**src/rtl/wscr_pkg.sv**
```systemverilog
package wscr_pkg;

    localparam int WORD_W = 32;
    localparam int TYPE_W = 2;
    localparam int LFSR_W = 7;

    typedef logic [TYPE_W-1:0] wtype_t;

    // type codes; the two payload codes are the only ones whitened
    localparam wtype_t TYP_CTRL   = 2'b00;
    localparam wtype_t TYP_DATA_A = 2'b01;
    localparam wtype_t TYP_DATA_B = 2'b10;
    localparam wtype_t TYP_MARK   = 2'b11;

    typedef struct packed {
        logic [LFSR_W-1:0] lfsr;
        logic              vld;
        wtype_t            typ;
        logic [WORD_W-1:0] word;
    } lane_reg_t;

    // keystream word produced from a given state (used by the checker)
    function automatic logic [WORD_W-1:0] keystream_of(input logic [LFSR_W-1:0] s_in);
        logic [LFSR_W-1:0] s;
        logic [WORD_W-1:0] k;
        s = s_in;
        k = '0;
        for (int i = 0; i < WORD_W; i++) begin
            k[WORD_W-1-i] = s[LFSR_W-1];
            s = {s[LFSR_W-2:0], s[LFSR_W-1] ^ s[0]};
        end
        return k;
    endfunction

endpackage

```
**src/rtl/wscr_keygen.sv**
```systemverilog
module wscr_keygen
    import wscr_pkg::*;
#(
    parameter int STEPS = WORD_W,
    parameter int SW    = LFSR_W
) (
    input  logic [SW-1:0]    state_i,
    output logic [STEPS-1:0] ks_o,
    output logic [SW-1:0]    next_o
);

    localparam int MSB = SW - 1;

    // unrolled: STEPS serial shifts evaluated in one cycle
    always_comb begin
        logic [SW-1:0] s;
        s    = state_i;
        ks_o = '0;
        for (int i = 0; i < STEPS; i++) begin
            ks_o[STEPS-1-i] = s[MSB];
            s = {s[MSB-1:0], s[MSB] ^ s[0]};
        end
        next_o = s;
    end

endmodule

```
**src/rtl/wscr_classify.sv**
```systemverilog
module wscr_classify
    import wscr_pkg::*;
#(
    parameter logic [WORD_W-1:0] IDLE_WORD = 32'hA5C3_3C5A
) (
    input  wtype_t            type_i,
    input  logic [WORD_W-1:0] word_i,
    output logic              is_data_o,
    output logic              is_reseed_o
);

    logic idle_hit;

    assign idle_hit    = (type_i == TYP_CTRL) && (word_i == IDLE_WORD);
    assign is_data_o   = (type_i == TYP_DATA_A) || (type_i == TYP_DATA_B);
    assign is_reseed_o = (type_i == TYP_MARK) || idle_hit;

endmodule

```
**src/rtl/wscr_lane.sv**
```systemverilog
module wscr_lane
    import wscr_pkg::*;
#(
    parameter logic [LFSR_W-1:0] SEED      = '1,
    parameter logic [WORD_W-1:0] IDLE_WORD = 32'hA5C3_3C5A
) (
    input  logic              clk,
    input  logic              rst_n,
    input  logic              en_i,
    input  logic              valid_i,
    input  wtype_t            type_i,
    input  logic [WORD_W-1:0] data_i,
    output logic              valid_o,
    output wtype_t            type_o,
    output logic [WORD_W-1:0] data_o
);

    localparam lane_reg_t RST_VAL = '{lfsr: SEED, vld: 1'b0, typ: TYP_CTRL, word: '0};

    lane_reg_t         q, d;
    logic              is_data, is_reseed;
    logic [WORD_W-1:0] ks;
    logic [LFSR_W-1:0] lfsr_adv;

    wscr_classify #(.IDLE_WORD(IDLE_WORD)) i_classify (
        .type_i     (type_i),
        .word_i     (data_i),
        .is_data_o  (is_data),
        .is_reseed_o(is_reseed)
    );

    wscr_keygen #(.STEPS(WORD_W), .SW(LFSR_W)) i_keygen (
        .state_i(q.lfsr),
        .ks_o   (ks),
        .next_o (lfsr_adv)
    );

    always_comb begin
        d     = q;
        d.vld = valid_i;
        if (valid_i) begin
            d.typ  = type_i;
            d.word = data_i;
            if (is_data && en_i) begin
                d.word = data_i ^ ks;
                d.lfsr = lfsr_adv;
            end else if (is_reseed) begin
                d.lfsr = SEED;
            end
        end
    end

    always_ff @(posedge clk or negedge rst_n) begin
        if (!rst_n) begin
            q <= RST_VAL;
        end else begin
            q <= d;
        end
    end

    assign valid_o = q.vld;
    assign type_o  = q.typ;
    assign data_o  = q.word;

endmodule

```
**src/rtl/wscr_link.sv**
```systemverilog
module wscr_link
    import wscr_pkg::*;
#(
    parameter logic [LFSR_W-1:0] SEED      = '1,
    parameter logic [WORD_W-1:0] IDLE_WORD = 32'hA5C3_3C5A
) (
    input  logic              clk,
    input  logic              rst_n,
    input  logic              scram_en,
    input  logic              tx_valid_i,
    input  logic [1:0]        tx_type_i,
    input  logic [31:0]       tx_data_i,
    output logic              tx_valid_o,
    output logic [1:0]        tx_type_o,
    output logic [31:0]       tx_data_o,
    input  logic              rx_valid_i,
    input  logic [1:0]        rx_type_i,
    input  logic [31:0]       rx_data_i,
    output logic              rx_valid_o,
    output logic [1:0]        rx_type_o,
    output logic [31:0]       rx_data_o
);

    localparam int N_LANES = 2;
    localparam int LN_TX   = 0;
    localparam int LN_RX   = 1;

    logic              ln_vld_i [N_LANES];
    wtype_t            ln_typ_i [N_LANES];
    logic [WORD_W-1:0] ln_dat_i [N_LANES];
    logic              ln_vld_o [N_LANES];
    wtype_t            ln_typ_o [N_LANES];
    logic [WORD_W-1:0] ln_dat_o [N_LANES];

    assign ln_vld_i[LN_TX] = tx_valid_i;
    assign ln_typ_i[LN_TX] = tx_type_i;
    assign ln_dat_i[LN_TX] = tx_data_i;
    assign ln_vld_i[LN_RX] = rx_valid_i;
    assign ln_typ_i[LN_RX] = rx_type_i;
    assign ln_dat_i[LN_RX] = rx_data_i;

    // an additive scrambler is its own inverse: both lanes are identical
    for (genvar g = 0; g < N_LANES; g++) begin : g_lane
        wscr_lane #(.SEED(SEED), .IDLE_WORD(IDLE_WORD)) i_lane (
            .clk    (clk),
            .rst_n  (rst_n),
            .en_i   (scram_en),
            .valid_i(ln_vld_i[g]),
            .type_i (ln_typ_i[g]),
            .data_i (ln_dat_i[g]),
            .valid_o(ln_vld_o[g]),
            .type_o (ln_typ_o[g]),
            .data_o (ln_dat_o[g])
        );
    end

    assign tx_valid_o = ln_vld_o[LN_TX];
    assign tx_type_o  = ln_typ_o[LN_TX];
    assign tx_data_o  = ln_dat_o[LN_TX];
    assign rx_valid_o = ln_vld_o[LN_RX];
    assign rx_type_o  = ln_typ_o[LN_RX];
    assign rx_data_o  = ln_dat_o[LN_RX];

endmodule

```
**config.mk**
```make
export PLATFORM = sky130hd
export DESIGN_NAME = wscr_link
export DESIGN_NICKNAME = d
export VERILOG_FILES = /design/src/rtl/wscr_pkg.sv /design/src/rtl/wscr_keygen.sv /design/src/rtl/wscr_classify.sv /design/src/rtl/wscr_lane.sv /design/src/rtl/wscr_link.sv
export SDC_FILE = /design/constraint.sdc
export NUM_CORES = 1
export LEC_CHECK = 0
export ABC_AREA = 1
export BUFFER_PORTS_ARGS = -buffer_cell sky130_fd_sc_hd__buf_2
export CAP_MARGIN = 25
export CORE_UTILIZATION = 54
export DETAILED_ROUTE_END_ITERATION = 7
export GPL_TIMING_DRIVEN = 1
export PLACE_DENSITY_LB_ADDON = 0.1
export SYNTH_ARGS = -nofsm -noshare
export SYNTH_HDL_FRONTEND = slang
export SYNTH_SLANG_ARGS = --single-unit
```
**constraint.sdc**
```tcl
create_clock -name clk -period 3.7 [get_ports clk]
set_input_delay 0.925 -clock clk [delete_from_list [all_inputs] [get_ports clk]]
set_output_delay 0.925 -clock clk [all_outputs]
set_load 0.02 [all_outputs]
```
Yosys cells after proc, flatten, opt, wreduce, memory -nomap -nowiden
Index checks and enable logic that the tools add are counted.
{ "totals": {"inputBits": 73, "output_inout_bits": 70, "register_bits": 84} }
{ "op_classes": {"mux": 6, "reduce_logical": 14, "bitwise_logic": 66, "eq_ne": 8} }
{ "ops": {"columns": ["op", "n"], "rows": [
  ["32-bit equality test (second input constant)", 2],
  ["32-bit 2-to-1 mux", 2],
  ["1-bit XOR", 64],
  ["32-bit XOR", 2],
  ["7-bit 2-to-1 mux", 4],
  ["2-bit equality test (second input constant)", 4],
  ["2-bit by 1-bit equality test with 1-bit output (second input constant)", 2],
  ["1-bit logical AND", 4],
  ["2-bit zero test", 2],
  ["1-bit logical OR", 4],
  ["2-bit AND reduction", 2],
  ["2-bit nonzero test", 2]
]} }

Longest topological paths before layout
Gate-level depths: netlist of run 1.
{ "logic_depth": {"ltp_word": 33, "ltp_mapped": 31, "mapped_depth_nobuf": 31} }

Hierarchy
From an unflattened synthesis of run 1, not the netlist that was laid out.
{ "unflattened": {"cells_unflattened": 1030, "hier_area_um2": 7199.4} }
{ "by_module_without_submodules": {"columns": ["mod", "seq_area_each_um2", "area_per_inst_um2", "instances", "cells_each"], "rows": [
  ["wscr_lane", 1059.8, 2618.8, 2, 352],
  ["wscr_keygen", 0.0, 795.8, 2, 120],
  ["wscr_classify", 0.0, 185.2, 2, 43]
]} }

Worst setup path before layout of run 1
OpenSTA, ideal clock, no wires.
{ "synth_path": {"path_type": "register to register", "startpoint": "register g_lane[1].i_lane.q[35] (netlist name)", "endpoint": "register g_lane[1].i_lane.q[38] (netlist name)", "required_time_ps": 3628, "synth_period_minus_slack_ps": 3028, "path_stages_with_launch": 32, "arrival_ps": 2956, "slack_ps": 672, "setup_time_ps": 72, "n_path_buf": 0, "path_cell_list": "dfstp_2 -> inv_1 -> nand2_1 -> nand3_2 -> nand2_4 -> nand2_1 -> nand3_2 -> nand2_2 -> nand2_2 -> nand2_2 -> nand2_2 -> nand3_1 -> nand2_1 -> nand2_2 -> nand2_4 -> nand2_2 -> nand2_4 -> inv_2 -> nand3_2 -> nand2_2 -> nand2_1 -> nand3_2 -> nand2_2 -> nand2_1 -> nand3_1 -> nand3_2 -> nand2_4 -> nand2_2 -> nand3_1 -> nand3_1 -> nand2_1 -> inv_1"} }
{ "synth_via": {"elab_chain_cells": 30} }
{ "synth_rtl": {"columns": ["element", "line", "source"], "rows": [
  ["start: declaration", "wscr_lane.sv:20", "lane_reg_t q, d;"],
  ["start signal: assignment", "wscr_lane.sv:55", "q <= RST_VAL;"],
  ["start signal: assignment", "wscr_lane.sv:57", "q <= d;"],
  ["1-bit XOR (28 in a row)", "wscr_keygen.sv:21", "s = {s[MSB-1:0], s[MSB] ^ s[0]};"],
  ["1-bit XOR *", "wscr_keygen.sv:21", null],
  ["7-bit 2-to-1 mux *", "wscr_lane.sv:44", "if (is_data && en_i) begin"]
]} }
Every way passes the cells marked *; elsewhere a longest branch is shown, timed or not.
A chain may end at the register's enable or synchronous reset.

Final worst setup path of run 1
{ "layout_path": {"startpoint": "register g_lane[0].i_lane.q[41] (netlist name)", "endpoint": "register g_lane[0].i_lane.q[38] (netlist name)"} }
{ "layout_via": {"elab_chain_cells": 30} }
{ "layout_rtl": {"columns": ["element", "line"], "rows": [
  ["start: declaration", "wscr_lane.sv:20"],
  ["start signal: assignment", "wscr_lane.sv:55"],
  ["start signal: assignment", "wscr_lane.sv:57"],
  ["1-bit XOR *", "wscr_keygen.sv:21"],
  ["1-bit XOR (27 in a row)", "wscr_keygen.sv:21"],
  ["1-bit XOR *", "wscr_keygen.sv:21"],
  ["7-bit 2-to-1 mux *", "wscr_lane.sv:44"]
]} }
Marks and branches as above.

==> results of run 1 <==
## layer usage
metal	track usage, %	vias up	part of all wire, %
met5	0	-	0
met4	7.69	0	1.2
met3	7.80	21	9.2
met2	43.3	243	43
met1	43.4	2548	47
li1	-	2637	-
## cell families after synthesis
group | share of synthesized area, %
xor+xnor | 11.9
fa+ha+maj | 0.914
flops | 38.7
compound gates | 7.97
buf+inv | 6.10
simple gates | 34.4
## how the worst max path moves through the flow
stage | endpoint | startpoint | slack [ns]
after floorplan | g_lane[1].i_lane.q[38] | g_lane[1].i_lane.q[35] | 0.67
after CTS | g_lane[1].i_lane.q[38] | g_lane[1].i_lane.q[39] | 0.07
after global placement | g_lane[1].i_lane.q[38] | g_lane[1].i_lane.q[39] | 0.06
final | g_lane[0].i_lane.q[38] | g_lane[0].i_lane.q[41] | 0.11
after detailed placement | g_lane[1].i_lane.q[38] | g_lane[1].i_lane.q[39] | 0.1
after global routing | g_lane[0].i_lane.q[38] | g_lane[0].i_lane.q[41] | -0.15
## repair_timing
item,CTS,global route
gates resized for setup,0,47
setup endpoints to repair,0,14
endpoints found under the hold margin,0,0
setup buffers,0,16
## sequential cells by signal (all words and copies together), names as in the netlist
register               flops
g_lane.i_lane.data_o      64
g_lane.i_lane.q           14
g_lane.i_lane.valid_o      2
g_lane.i_lane.type_o       4
## stage by stage
| step | util [%] | cells | setup slack (ns) | instance area, µm² |
|---|---|---|---|---|
| global placement | 64.6 | 975 | 0.0625 | 6340 |
| floorplan | - | 711 | 0.672 | 5480 |
| CTS | 66.7 | 992 | 0.0703 | 6550 |
| finish | 70.6 | 1008 | 0.110 | 6930 |
| detailed placement | 64.9 | 976 | 0.0961 | 6370 |
| global route | 70.6 | 1008 | -0.150 | 6930 |
## cells in the mapped netlist (7+ instances only)
cell type	instances	share of area [%]
clkbuf_1	17	1.2
dfrtp_1	70	32
dfstp_2	14	6.7
inv_1	62	4.2
nand2_1	166	11
nand2_2	23	2.6
nand2_4	7	1.4
nand3_1	100	9.1
nand3_2	22	4.0
nor2_1	45	3.1
o21ai_0	70	6.4
xnor2_1	22	3.5
xor2_1	47	7.5
## cell type report
class                      count  share of cell area [%]
clock buffer                  12                    1.95
clock inverter                 4                   0.722
inverter                      69                    3.74
multi-input combinational    539                    47.1
sequential                    84                    30.6
tap                          133                    2.40
timing repair buffer         167                    13.5
## worst register-to-register path, delay by kind of cell (launching register included)
kind	cells	cell delay [ns]
flip-flops	1	0.59
buffers and inverters	2	0.11
AND/OR/NAND/NOR	25	2.82
==> run metrics, run 1 <==
Port Buffers=142; routability-driven placement congestion ratio=0.960; Crit path buffers/inverters=2; GRT Util Overall=29.7%; Critical-path top delay cell=dfstp_2; row count=36; FF-to-FF Start=g_lane[0].i_lane.q[41]; # setup viols final=0; Die Span X=103 µm; Setup Skew=0.00726 ns; area occupied by multi-input gates=3260 µm²; Final Hold Viols=0; Pre-antenna DRT Iters=6; R2R Setup Slk=0.11 ns; Detailed Route WL=15.7 mm; worst-path maximum fanout=5; yosys warns=0; initial core utilization=55.8%; post-synthesis async set-or-reset flop share=100%; Post-synth EDFFs=0; CP top delay family=simple AND/OR/NAND/NOR gates; CP Data Arrival Time=3.90 ns; die area=10,500 µm²; detailed-placement wirelength estimate=11.7 mm; io pins=143; Post-Syn Instances=711; root buffer cell=clkbuf_8; CTS buffer count=9; ys flop type=dfrtp_1; actual slew at the worst max-slew pin=0.657 ns; Reg clk slew, reported paths=0.09 ns; fin. max-slew vios=0; sink of the worst hold path=g_lane[1].i_lane.data_o[15]; area grow syn2layout=26.5%; die height=103 µm; Tcrit/Tclk final=97.0%; vias=5,449; post-layout min period=3.59 ns; syn_nets=788; fmax=279 MHz; crit path capture type=flip-flop; H-tree lvl count=3; core outline area=9820 µm²; commonest non-fill, non-tap cell in the layout=nand2_1; initial antenna violation count=0; ant diodes=0; worst hold path depth=2; Avg Inst Size Synth=7.70 µm²; hold_ws=0.482 ns; clk_lat worst skew=0.36 ns; Worst Min Path Start=g_lane[1].i_lane.data_o[15]; setup TNS=0 ns; DR iter-0 viols=325; Worst Setup Path Type=flip-flop to flip-flop; number of fillers in the final layout=871; mapped cell area=5480 µm²; Vias/cell=5.41; status=finished clean; R2R cell count=27; max incr delay on CP=0.59 ns; CTS Buffer Depth=2; vias in the first global route=4,832; largest net degree at the start of global routing=47; first-pass GRT wire length=23.9 mm; Worst path most repeated cell=nand3_1; CTS tree=yes; sequential share of the synthesized area=38.7%; antenna viol nets, final=0; Worst path depth=27; Hold-fix buffers, CTS=0; critical path startpoint category=flip-flop; slew margin rel.=55.8%; required time worst endpoint=4.01 ns; Routed WL per cell=15.6 µm; most frequent cells in the layout=nand2_1 (158), buf_2 (141), nand3_1 (80); gr ovfl total=0; FF/Latch Area=2120 µm²; synth unique cells=33; RR Endpoint=g_lane[0].i_lane.q[38]; fraction of layout cells with a size suffix above 1=33.0%; DRC violation count after routing=0; Synth Register Bits=84; HP Class=flip-flop to flip-flop; max cap viols=0; clock sink total=84; fin nets=947
Power of run 1 is left out: the tool's default activity adds up to more than one toggle a clock period on the data nets, which glitch-free logic cannot reach.
==> run 2: changes to the inputs <==
--- a/config.mk
+++ b/config.mk
@@ -13,4 +13,5 @@
 export GPL_TIMING_DRIVEN = 1
 export PLACE_DENSITY_LB_ADDON = 0.1
+export SETUP_SLACK_MARGIN = 0.2
 export SYNTH_ARGS = -nofsm -noshare
 export SYNTH_HDL_FRONTEND = slang
==> constraint.sdc (replaced) <==
create_clock -name clk -period 3.7 [get_ports clk]
set_input_delay 0.74 -clock clk [delete_from_list [all_inputs] [get_ports clk]]
set_output_delay 0.74 -clock clk [all_outputs]
set_load 0.02 [all_outputs]
==> run metrics, run 2 (synthesis results as in run 1) <==
status=finished clean; critical path startpoint category=flip-flop; HP Class=input port to async pin; hold_ws=0.357 ns (-0.125 ns); die height=103 µm (unchanged); CP top delay family=simple AND/OR/NAND/NOR gates; actual slew at the worst max-slew pin=0.657 ns (-0.0000239 ns); Hold-fix buffers, CTS=0 (unchanged); worst-path maximum fanout=6 (+1); post-layout min period=3.57 ns (-0.0205 ns); max FFs per register=64 (unchanged); final core utilization=75.5% (+5.0 points); CTS tree=yes; H-tree lvl count=3 (unchanged); crit path capture type=flip-flop; Die Span X=103 µm (unchanged); Worst path depth=28 (+3.7%); most frequent cells in the layout=nand2_1 (145), buf_2 (141), o21ai_0 (70), dfrtp_1 (70), nand3_1 (62); initial core utilization=55.8% (unchanged); area grow syn2layout=35.4%; first-pass GRT wire length=23.9 mm (about the same); GRT Util Overall=29.7% (+0.048 points); Setup Skew=0.00854 ns (+0.00127 ns); row count=36 (unchanged); Worst Setup Path Type=flip-flop to flip-flop; max cap viols=0 (unchanged); clock sink total=84 (unchanged); Crit path buffers/inverters=3 (+1); required time worst endpoint=4.01 ns (about the same); Reg clk slew, reported paths=0.09 ns (about the same); slew margin rel.=56.2% (+0.36 points); Critical-path top delay cell=dfstp_2; fin nets=969 (+2.3%); commonest non-fill, non-tap cell in the layout=nand2_1; CTS buffer count=9 (unchanged); fmax=280 MHz (+0.57%); detailed-placement wirelength estimate=11.6 mm (-1.0%); Vias/cell=5.45 (+0.85%); clk_lat worst skew=0.37 ns (about the same); DR iter-0 viols=396 (+22%); Detailed Route WL=16.5 mm (+5.0%); Pre-antenna DRT Iters=5 (-1); root buffer cell=clkbuf_8; Tcrit/Tclk final=96.5% (-0.55 points); R2R Setup Slk=0.13 ns (+0.02 ns); Final Hold Viols=0 (unchanged); CTS Buffer Depth=2 (unchanged); initial antenna violation count=0 (unchanged); routability-driven placement congestion ratio=0.928 (-3.3%); R2R cell count=28 (+3.7%); vias=5,615 (+3.0%); core outline area=9820 µm² (unchanged); max incr delay on CP=0.62 ns (+0.03 ns); CP Data Arrival Time=3.88 ns (-0.02 ns); # setup viols final=0 (unchanged); die area=10,500 µm² (unchanged); largest net degree at the start of global routing=43 (-8.5%); io pins=143 (unchanged); fraction of layout cells with a size suffix above 1=38.7% (+5.7 points); fin. max-slew vios=0 (unchanged); setup TNS=0 ns (unchanged); DRC violation count after routing=0 (unchanged); vias in the first global route=4,924 (+1.9%); Port Buffers=142 (unchanged); gr ovfl total=0 (unchanged); Routed WL per cell=16.0 µm (+2.8%); ant diodes=0 (unchanged); setup repair after global routing missed its margin=true; antenna viol nets, final=0 (unchanged)
## run 2: cell count changes in the layout (fill, tap and decap cells not counted), moves of 13 or more
cell / delta
buf_4: +23
nand2_1: -13
nand2_4: +15
nand3_1: -18
nand3_4: +13
## run 2: per-layer routing
metal / track usage (%) / routed length (µm)
met5: 0 / 0
met4: 9.56 / 463
met3: 5.76 / 1470
met2: 42.8 / 7010
met1: 44.6 / 7560
## run 2: final cells by class
class,count,area [µm²]
clock buffer,11,141
clock inverter,5,60.1
fill,753,2400
inverter,69,275
multi-input combinational,539,3580
sequential,84,2120
tap,133,166
timing repair buffer,189,1070
## run 2: final timing paths
| kind | start | to |
|---|---|---|
| worst max-delay path | g_lane[0].i_lane.q[35] | g_lane[0].i_lane.data_o[0] |
| worst min-delay path | rst_n | g_lane[0].i_lane.data_o[17] |
| worst max register to register | g_lane[0].i_lane.q[35] | g_lane[0].i_lane.data_o[0] |
| worst min register to register | g_lane[1].i_lane.data_o[7] | g_lane[1].i_lane.data_o[7] |
| max in group asynchronous | rst_n | g_lane[1].i_lane.q[35] |
| min in group clk | g_lane[1].i_lane.data_o[7] | g_lane[1].i_lane.data_o[7] |
## run 2: worst reg2reg max path: cells and delay by family (launching register included)
family,cells,cell delay [ns]
flip-flops,1,0.62
AND/OR/NAND/NOR,24,2.43
buffers and inverters,3,0.36
AO/OA/AOI/OAI,1,0.11
## run 2: timing repair
item                       in CTS  in global routing
pin swaps                       1                 28
setup endpoints to repair       7                 21
buffers inserted                2                 35
resized for setup              17                 99
## run 2: metrics by stage
stage | setup slack [ns] | area [µm²] | cells
CTS | 0.206 | 6660 | 995
floorplan | 0.672 | 5480 | 711
finish | 0.130 | 7420 | 1030
detailed placement | 0.124 | 6360 | 977
global route | 0.0115 | 7420 | 1030
global placement | 0.114 | 6360 | 977
Power of run 2 is left out for the same reason.
==> run 3: changes to the inputs <==
- BUFFER_PORTS_ARGS: -buffer_cell sky130_fd_sc_hd__buf_2 -> -buffer_cell sky130_fd_sc_hd__buf_4
- CAP_MARGIN: 25 -> 20
==> run metrics, run 3 (synthesis results as in run 1) <==
R2R cell count=29 (+3.6%); GRT Util Overall=29.5% (-0.23 points); setup repair after global routing missed its margin=true; vias in the first global route=4,838 (-1.7%); Critical-path top delay cell=dfstp_2; crit path capture type=flip-flop; detailed-placement wirelength estimate=11.4 mm (-1.0%); fin nets=967 (-0.21%); worst-path maximum fanout=6 (unchanged); initial antenna violation count=0 (unchanged); gr ovfl total=0 (unchanged); fraction of layout cells with a size suffix above 1=40.7% (+2.0 points); largest net degree at the start of global routing=85 (+98%); H-tree lvl count=3 (unchanged); max FFs per register=64 (unchanged); ant diodes=0 (unchanged); max cap viols=0 (unchanged); Setup Skew=0.00586 ns (-0.00267 ns); CTS buffer count=9 (unchanged); area grow syn2layout=46.6%; Die Span X=103 µm (unchanged); clk_lat worst skew=0.36 ns (about the same); core outline area=9820 µm² (unchanged); Worst path most repeated cell=nand2_4; critical path startpoint category=flip-flop; clock sink total=84 (unchanged); die area=10,500 µm² (unchanged); commonest non-fill, non-tap cell in the layout=buf_4; slew margin rel.=58.6% (+2.4 points); Reg clk slew, reported paths=0.09 ns (about the same); final core utilization=81.8% (+6.2 points); fin. max-slew vios=0 (unchanged); required time worst endpoint=3.98 ns (-0.03 ns); initial core utilization=55.8% (unchanged); CTS Buffer Depth=2 (unchanged); post-layout min period=3.55 ns (-0.0173 ns); Vias/cell=5.56 (+2.0%); HP Class=input port to async pin; DR iter-0 viols=449 (+13%); vias=5,714 (+1.8%); DRC violation count after routing=0 (unchanged); actual slew at the worst max-slew pin=0.617 ns (-0.0393 ns); setup TNS=0 ns (unchanged); CP Data Arrival Time=3.84 ns (-0.04 ns); row count=36 (unchanged); most frequent cells in the layout=buf_4 (185), nand2_1 (138), o21ai_0 (70), dfrtp_1 (70), inv_1 (60); Worst Setup Path Type=flip-flop to flip-flop; die height=103 µm (unchanged); root buffer cell=clkbuf_8; # setup viols final=0 (unchanged); first-pass GRT wire length=23.7 mm (-0.64%); fmax=282 MHz (+0.49%); status=finished clean; Routed WL per cell=16.7 µm (+4.5%); Tcrit/Tclk final=96.0% (-0.47 points); max incr delay on CP=0.67 ns (+0.05 ns); Final Hold Viols=0 (unchanged); routability-driven placement congestion ratio=0.986 (+6.3%); io pins=143 (unchanged); Port Buffers=142 (unchanged); antenna viol nets, final=0 (unchanged); Pre-antenna DRT Iters=7 (+2); Detailed Route WL=17.2 mm (+4.3%); Hold-fix buffers, CTS=0 (unchanged); CTS tree=yes
run 3: changes by cell type in the layout (fill, tap and decap cells not counted), moves of 2 or more:
cell / before / now
nand2_1: 145 / 138
clkinvlp_4: 2 / 0
nand2_2: 22 / 18
nand2_4: 29 / 38
nand2_8: 0 / 2
buf_4: 47 / 185
nand3_1: 62 / 49
buf_2: 141 / 0
nand3_4: 23 / 35
run 3: path summary, 6_finish.rpt:
| check | from | slack, ns | end |
|---|---|---|---|
| max | g_lane[1].i_lane.q[41] | 0.15 | g_lane[1].i_lane.data_o[0] |
| min | rst_n | 0.33 | g_lane[0].i_lane.data_o[18] |
| max reg2reg | g_lane[1].i_lane.q[41] | 0.15 | g_lane[1].i_lane.data_o[0] |
| min reg2reg | g_lane[1].i_lane.data_o[10] | 0.50 | g_lane[1].i_lane.data_o[10] |
| max in group asynchronous | rst_n | 2.70 | g_lane[1].i_lane.q[40] |
| min in group clk | g_lane[1].i_lane.data_o[10] | 0.50 | g_lane[1].i_lane.data_o[10] |
run 3: layout make-up:
type	instances	area (µm²)
multi-input combinational	539	3820
sequential	84	2120
tap	133	166
fill	651	1790
timing repair buffer	187	1430
clock inverter	6	87.6
clock buffer	10	128
inverter	69	277
run 3: metal layers:
| layer | part of all wire [%] | vias to the layer above | GRT usage, % |
|---|---|---|---|
| met2 | 45 | 305 | 42.9 |
| met1 | 44 | 2692 | 44.7 |
| li1 | - | 2683 | - |
| met3 | 8.7 | 34 | 4.54 |
| met5 | 0 | - | 0 |
| met4 | 2.2 | 0 | 9.56 |
run 3: per-stage QoR:
stage,worst slack [ns],cell area (µm²),hold WS (ns),instances
6_report,0.148,8030,0.326,1028
5_1_grt,-0.00825,8030,0.354,1028
4_1_cts,0.203,6990,0.499,991
3_5_place_dp,0.0423,6690,0.476,975
3_3_place_gp,0.0551,6690,0.466,975
2_1_floorplan,0.672,5480,0.444,711
run 3: critical path: cells and delay by family, from the launching register on:
family / cells / cell delay (ns)
flip-flops: 1 / 0.67
AND/OR/NAND/NOR: 25 / 2.39
AO/OA/AOI/OAI: 1 / 0.17
buffers and inverters: 3 / 0.23
run 3: repair_timing:
action | in CTS | in global routing
buffers inserted | 0 | 36
hold endpoints to repair | 0 | 0
setup endpoints to repair | 8 | 20
gates resized for setup | 15 | 147
pin swaps | 1 | 43
cloned | 0 | 0
Power of run 3 is left out for the same reason.
